--- src/rtl/dbg_arb_pkg.sv ---
package dbg_arb_pkg;
  localparam int unsigned OC_W   = 5;
  localparam int unsigned EC_W   = 6;
  localparam int unsigned IDX_W  = 4;

  localparam int unsigned OC_ACCESS = 0;
  localparam int unsigned OC_UNDEF  = 1;
  localparam int unsigned OC_TRAP2  = 2;
  localparam int unsigned OC_TRAP3  = 3;
  localparam int unsigned OC_HALT   = 4;

  localparam logic [EC_W-1:0] EC_DBG_TRAP = 6'h18;

  localparam logic [1:0] SEL_OP0 = 2'b10;
  localparam logic [2:0] SEL_OP1 = 3'b000;
  localparam logic [3:0] SEL_CRN = 4'b0000;
  localparam logic [2:0] SEL_OP2 = 3'b111;

  typedef struct packed {
    logic el2_ena;
    logic el2_aa64;
    logic el3_present;
    logic el3_aa64;
    logic fgt_ena;
    logic fgt_rd;
    logic fgt_wr;
    logic hyp_gen_trap;
    logic hyp_dbg_trap;
    logic mon_dbg_trap;
    logic el1_aa64;
    logic os_locked;
    logic halt_ok;
    logic ext_dbg_trap;
  } trap_cfg_t;
endpackage

--- src/rtl/dbg_enc_decode.sv ---
module dbg_enc_decode
  import dbg_arb_pkg::*;
#(
  parameter int unsigned NUM_WP = 4
) (
  input  logic [1:0]       op0_i,
  input  logic [2:0]       op1_i,
  input  logic [3:0]       crn_i,
  input  logic [IDX_W-1:0] crm_i,
  input  logic [2:0]       op2_i,
  output logic             hit_o,
  output logic             idx_ok_o
);
  localparam int unsigned IDX_SPAN = 1 << IDX_W;

  assign hit_o = (op0_i == SEL_OP0) && (op1_i == SEL_OP1) &&
                 (crn_i == SEL_CRN) && (op2_i == SEL_OP2);

  generate
    if (NUM_WP >= IDX_SPAN) begin : g_full
      assign idx_ok_o = 1'b1;
    end else begin : g_part
      localparam logic [IDX_W-1:0] LIMIT = IDX_W'(NUM_WP);
      assign idx_ok_o = (crm_i < LIMIT);
    end
  endgenerate
endmodule

--- src/rtl/dbg_trap_chain.sv ---
module dbg_trap_chain
  import dbg_arb_pkg::*;
(
  input  logic [1:0]      el_i,
  input  logic            is_write_i,
  input  logic            idx_ok_i,
  input  trap_cfg_t       cfg_i,
  output logic [OC_W-1:0] oc_o
);
  logic el2_live, fgt_bit;
  logic c_fgt, c_hyp, c_mon, c_halt;

  assign el2_live = cfg_i.el2_ena & cfg_i.el2_aa64;
  assign fgt_bit  = is_write_i ? cfg_i.fgt_wr : cfg_i.fgt_rd;
  assign c_fgt    = el2_live & (~cfg_i.el3_present | cfg_i.fgt_ena) & fgt_bit;
  assign c_hyp    = el2_live & (cfg_i.hyp_gen_trap | cfg_i.hyp_dbg_trap);
  assign c_mon    = cfg_i.el3_present & cfg_i.el3_aa64 & cfg_i.mon_dbg_trap;
  assign c_halt   = cfg_i.el1_aa64 & ~cfg_i.os_locked & cfg_i.halt_ok & cfg_i.ext_dbg_trap;

  always_comb begin
    oc_o = '0;
    unique case (el_i)
      2'd0: oc_o[OC_UNDEF] = 1'b1;
      2'd1: begin
        if (!idx_ok_i)          oc_o[OC_UNDEF]  = 1'b1;
        else if (c_fgt | c_hyp) oc_o[OC_TRAP2]  = 1'b1;
        else if (c_mon)         oc_o[OC_TRAP3]  = 1'b1;
        else if (c_halt)        oc_o[OC_HALT]   = 1'b1;
        else                    oc_o[OC_ACCESS] = 1'b1;
      end
      2'd2: begin
        if (!idx_ok_i)          oc_o[OC_UNDEF]  = 1'b1;
        else if (c_mon)         oc_o[OC_TRAP3]  = 1'b1;
        else if (c_halt)        oc_o[OC_HALT]   = 1'b1;
        else                    oc_o[OC_ACCESS] = 1'b1;
      end
      default: begin
        if (!idx_ok_i)          oc_o[OC_UNDEF]  = 1'b1;
        else if (c_halt)        oc_o[OC_HALT]   = 1'b1;
        else                    oc_o[OC_ACCESS] = 1'b1;
      end
    endcase
  end
endmodule

--- src/rtl/dbg_result_reg.sv ---
module dbg_result_reg
  import dbg_arb_pkg::*;
(
  input  logic             clk_i,
  input  logic             rst_ni,
  input  logic             req_i,
  input  logic             hit_i,
  input  logic [OC_W-1:0]  oc_i,
  input  logic [IDX_W-1:0] idx_i,
  output logic             done_o,
  output logic [OC_W-1:0]  outcome_o,
  output logic             not_mine_o,
  output logic [EC_W-1:0]  ec_o,
  output logic [IDX_W-1:0] index_o
);
  logic [OC_W-1:0] oc_q;
  logic is_trap;

  assign oc_q    = hit_i ? oc_i : '0;
  assign is_trap = oc_q[OC_TRAP2] | oc_q[OC_TRAP3];

  always_ff @(posedge clk_i or negedge rst_ni) begin
    if (!rst_ni) begin
      done_o     <= 1'b0;
      outcome_o  <= '0;
      not_mine_o <= 1'b0;
      ec_o       <= '0;
      index_o    <= '0;
    end else begin
      done_o <= req_i;
      if (req_i) begin
        outcome_o  <= oc_q;
        not_mine_o <= ~hit_i;
        ec_o       <= is_trap ? EC_DBG_TRAP : '0;
        index_o    <= hit_i ? idx_i : '0;
      end
    end
  end

  AST_ONE_RESULT: assert property (@(posedge clk_i) disable iff (!rst_ni)
    done_o |-> (($countones(outcome_o) == 1) != not_mine_o));
  AST_NOT_MINE_CLEAN: assert property (@(posedge clk_i) disable iff (!rst_ni)
    (done_o && not_mine_o) |-> (outcome_o == '0 && ec_o == '0 && index_o == '0));
  AST_TRAP_EC: assert property (@(posedge clk_i) disable iff (!rst_ni)
    (done_o && (outcome_o[OC_TRAP2] || outcome_o[OC_TRAP3])) |-> ec_o == EC_DBG_TRAP);
endmodule

--- src/rtl/dbg_access_arbiter.sv ---
module dbg_access_arbiter
  import dbg_arb_pkg::*;
#(
  parameter int unsigned NUM_WP = 4
) (
  input  logic             clk_i,
  input  logic             rst_ni,
  input  logic             req_i,
  input  logic [1:0]       el_i,
  input  logic             is_write_i,
  input  logic [1:0]       op0_i,
  input  logic [2:0]       op1_i,
  input  logic [3:0]       crn_i,
  input  logic [3:0]       crm_i,
  input  logic [2:0]       op2_i,
  input  logic             el2_ena_i,
  input  logic             el2_aa64_i,
  input  logic             el3_present_i,
  input  logic             el3_aa64_i,
  input  logic             fgt_ena_i,
  input  logic             fgt_rd_i,
  input  logic             fgt_wr_i,
  input  logic             hyp_gen_trap_i,
  input  logic             hyp_dbg_trap_i,
  input  logic             mon_dbg_trap_i,
  input  logic             el1_aa64_i,
  input  logic             os_locked_i,
  input  logic             halt_ok_i,
  input  logic             ext_dbg_trap_i,
  output logic             done_o,
  output logic [4:0]       outcome_o,
  output logic             not_mine_o,
  output logic [5:0]       ec_o,
  output logic [3:0]       index_o
);
  trap_cfg_t       cfg;
  logic            hit, idx_ok;
  logic [OC_W-1:0] oc;

  assign cfg = '{el2_ena: el2_ena_i, el2_aa64: el2_aa64_i, el3_present: el3_present_i,
                 el3_aa64: el3_aa64_i, fgt_ena: fgt_ena_i, fgt_rd: fgt_rd_i,
                 fgt_wr: fgt_wr_i, hyp_gen_trap: hyp_gen_trap_i,
                 hyp_dbg_trap: hyp_dbg_trap_i, mon_dbg_trap: mon_dbg_trap_i,
                 el1_aa64: el1_aa64_i, os_locked: os_locked_i,
                 halt_ok: halt_ok_i, ext_dbg_trap: ext_dbg_trap_i};

  dbg_enc_decode #(.NUM_WP(NUM_WP)) i_decode (
    .op0_i(op0_i), .op1_i(op1_i), .crn_i(crn_i), .crm_i(crm_i), .op2_i(op2_i),
    .hit_o(hit), .idx_ok_o(idx_ok)
  );

  dbg_trap_chain i_chain (
    .el_i(el_i), .is_write_i(is_write_i), .idx_ok_i(idx_ok), .cfg_i(cfg), .oc_o(oc)
  );

  dbg_result_reg i_result (
    .clk_i(clk_i), .rst_ni(rst_ni), .req_i(req_i), .hit_i(hit), .oc_i(oc), .idx_i(crm_i),
    .done_o(done_o), .outcome_o(outcome_o), .not_mine_o(not_mine_o),
    .ec_o(ec_o), .index_o(index_o)
  );

  AST_DONE_AFTER_REQ: assert property (@(posedge clk_i) disable iff (!rst_ni)
    req_i |=> done_o);
  AST_NO_SPURIOUS_DONE: assert property (@(posedge clk_i) disable iff (!rst_ni)
    !req_i |=> !done_o);
  AST_EL0_UNDEF: assert property (@(posedge clk_i) disable iff (!rst_ni)
    (req_i && hit && el_i == 2'd0) |=> outcome_o[OC_UNDEF]);
  AST_EL3_NO_TRAP: assert property (@(posedge clk_i) disable iff (!rst_ni)
    (req_i && el_i == 2'd3) |=> (!outcome_o[OC_TRAP2] && !outcome_o[OC_TRAP3]));
  AST_BAD_IDX_UNDEF: assert property (@(posedge clk_i) disable iff (!rst_ni)
    (req_i && hit && !idx_ok) |=> outcome_o[OC_UNDEF]);
endmodule

--- config.mk ---
export PLATFORM = sky130hd
export DESIGN_NAME = dbg_access_arbiter
export DESIGN_NICKNAME = d
export VERILOG_FILES = /design/src/rtl/dbg_arb_pkg.sv /design/src/rtl/dbg_enc_decode.sv /design/src/rtl/dbg_trap_chain.sv /design/src/rtl/dbg_result_reg.sv /design/src/rtl/dbg_access_arbiter.sv
export SDC_FILE = /design/constraint.sdc
export NUM_CORES = 1
export LEC_CHECK = 0
export BUFFER_PORTS_ARGS = -buffer_cell sky130_fd_sc_hd__buf_2
export CAP_MARGIN = 20
export CORE_MARGIN = 5
export CORE_UTILIZATION = 41
export DETAILED_ROUTE_END_ITERATION = 8
export PLACE_DENSITY = 0.78
export SLEW_MARGIN = 20
export SYNTH_ARGS = -nofsm -noshare
export SYNTH_HDL_FRONTEND = slang
export SYNTH_HIERARCHICAL = 1
export SYNTH_SLANG_ARGS = --single-unit
--- constraint.sdc ---
create_clock -name clk_i -period 0.8 [get_ports clk_i]
set_input_delay 0.04 -clock clk_i [delete_from_list [all_inputs] [get_ports clk_i]]
set_output_delay 0.04 -clock clk_i [all_outputs]
set_load 0.1 [all_outputs]
==> out/results.txt <==
Post-synth EDFFs: 0
Tcrit/Tclk final: 127%
Synth top area share: 36.6%
Synth Area in Adders: 6.10%
Router iterations before antenna repair: 4
CP max-delay cell: or4_4
Number of synthesized register bits: 12
CTS Buffer Depth: 2
# clock sinks: 12
Reg2reg setup slack: 0.11 ns
First-pass GRT wire length: 3.59 mm
Type of origin of the critical path: input pin
Multi-input logic area: 460 sq um
CORE AREA: 0.00194 sq mm
Final setup TNS: -3.80 ns
Worst Path Required: 0.96 ns
VDD IR max: 0.667 mV
Post-Syn Instances: 84
Final Non-Filler Cells: 172
Sequential share of the synthesized area: 36.6%
Cells along the critical path: buf_6, or4_4, nor3_4, buf_6, mux2i_1
Synth top cells by count: 15 x inv_1, 12 x dfrtp_1, 10 x nand3_1
Fmax: 0.984 GHz
Failing checks: setup timing
Clk slew on worst S/H paths: 0.07 ns
Total gr overflow: 0
Area contributors post-synth: dfrtp_1 37%, o21ai_2 9.6%, inv_1 6.9%
Placed cells: 165
Port bufs: 48
Complex-gate fraction of the synthesized area: 21.0%
PD cells: 1000 mW/mm^2
Initial antenna violation count: 0
Post-Synth XOR/XNOR Area: 0%
Fill count: 141
Cell taking the most area after synthesis: dfrtp_1
GRT Overall Usage: 17.4%
Top-count cell post-synth: inv_1
Largest net degree at the start of global routing: 23
Clk_lat worst skew: 0.27 ns
Slew Viols, Final: 0
Hpwl dp: 1.84 mm
Drt wl/cell: 13.4 microns
# DRC: 0
Layout cells sized above 1: 67.6%
Vias in the first global route: 865
Crit path from: op1_i[0]
Final core utilization: 76.4%
Mapped cell area: 821 sq um
Critical Path AT: 1.17 ns
Buf+Inv Stages, Crit Path: 2
Hold Crit Class: in2reg
RD Place Congestion: 0.740
Initial Util: 42.3%
Nets: 186
TritonCTS clock tree: yes
Worst path max stage delay: 0.53 ns
Mean Syn Cell Area: 9.77 sq um
Crit. End Element: flop
Max-Cap Viols: 0
RSZ-0062 raised after global routing: yes
Post-route ant nets: 0
Post-synthesis mux area share: 2.90%
Register area: 315 sq um
# rows: 16
Worst path most repeated cell: buf_6
Critical path type: in2reg
Final hold vios: 0
Pre-CTS setup slack: -0.512 ns
Post-route setup slack: -0.216 ns
Setup violations, final: 24
Die area: 0.00300 sq mm
Num CTS Buffers: 3
I/O pin total: 53
Hold_sp: req_i
Area delta synth->final: 80.6%
Die W: 54.7 microns
Post-CTS setup repair buffer count: 0
RR Startpoint: i_result/ec_o[3]
Root Buffer: clkbuf_4
Leakage power: 0.678 nW
DR vias: 821
Worst Skew: 0 ns
1st-iter DRT viols: 5
CP max FO: 5
Final wirelength: 2.31 mm
Delay-heaviest family, CP: simple AND/OR/NAND/NOR gates
Post-synthesis async set-or-reset flop share: 100%
Via-to-Cell Ratio: 4.77
Hold WS: 0.0887 ns
Die Ht: 54.7 microns
Ys Warns: 6
H-tree lvl count: 1
Synth Area in Simple Gates: 17.4%
Final worst path period need: 1.02 ns
# diodes: 0
Largest family of logic cells by synthesized area: compound AO/OA/AOI/OAI gates
Distinct cells, synth: 29
Status: complete, but fails checks
Ys flop type: dfrtp_1
[path summary, 6_finish.rpt]
| kind | cells past startpoint | end |
|---|---|---|
| hold reg to reg | 2 | i_result/index_o[0] |
| min in group asynchronous | 2 | i_result/index_o[0] |
| setup reg to reg | 2 | i_result/ec_o[3] |
| hold / removal | 2 | i_result/done_o |
| setup / recovery | 5 | i_result/not_mine_o |
| max in group asynchronous | 2 | i_result/not_mine_o |
[layout by cell type (no fill, tap or decap)]
cell           instances
o211ai_2               1
ha_1                   4
inv_1                 15
dlygate4sd3_1          3
nand2_1                2
nand4b_1               1
mux2i_2                1
nand3_2                6
o211ai_1               1
o21ai_1                1
nor2_1                 2
and3_1                 2
a221oi_2               1
o311ai_4               1
buf_12                14
clkbuf_8               1
nand3_1                3
o21ai_2                9
a21boi_1               1
buf_6                  4
or4b_4                 1
mux2i_1                1
nor3_4                 1
o31ai_1                1
clkbuf_4               3
buf_2                 33
dfrtp_2               12
nor2b_1                2
a21oi_1                1
conb_1                 4
buf_4                  8
nand2b_1               1
nand3_4                1
a211oi_1               1
and4b_1                1
or4_4                  1
[worst register-to-register path, cell delays in order (launching register included)]
cell,delay (ns)
dfrtp_2,0.45
inv_1,0.07
o21ai_1,0.05
[sequential cells by signal, summed over array words and instances, names as in the netlist]
| name | count |
|---|---|
| i_result/ec_o | 1 |
| i_result/index_o | 4 |
| i_result/outcome_o | 5 |
| i_result/done_o | 1 |
| i_result/not_mine_o | 1 |
[where the power goes]
group,internal (W),total [W],switching (W)
Clock,0.000277,0.000488,0.000211
Combinational,0.000161,0.000391,0.000230
Sequential,0.000609,0.000611,0.00000230
Total,0.00105,0.00149,0.000443
[routing by layer]
layer  global-route usage, %  wire, microns  up-vias
li1                        -              -      400
met1                    16.0            825      386
met2                    33.5           1300       31
met3                    4.36            151        4
met4                    9.96             34        0
met5                       0              0        -
[metrics by stage]
step                power (W)  area, sq um
floorplan            0.000840          861
global placement     0.000974         1350
detailed placement   0.000989         1350
CTS                   0.00149         1430
global route          0.00158         1480
finish                0.00149         1480
[what timing repair did]
item                       4_1_cts  5_1_grt
cloned                           0        0
hold buffers                     1        2
setup endpoints to repair       24       24
pin swaps                        2        3
resized for setup                6        6
hold endpoints to repair        12        2
[layout make-up]
| cell class | count | area share (%) |
|---|---|---|
| Timing Repair Buffer | 62 | 39.2 |
| Multi-Input combinational cell | 52 | 31.1 |
| Sequential cell | 12 | 21.3 |
| Inverter | 15 | 3.80 |
| Clock buffer | 4 | 2.45 |
| Tap cell | 27 | 2.28 |
[kinds of logic after synthesis]
kind of cell | count (synthesis)
AO/OA/AOI/OAI | 18
AND/OR/NAND/NOR | 24
multiplexers | 2
adder cells (fa/ha/maj) | 4
flip-flops | 12
other | 1
buffers and inverters | 23
Power figures use the tool's default switching activity.
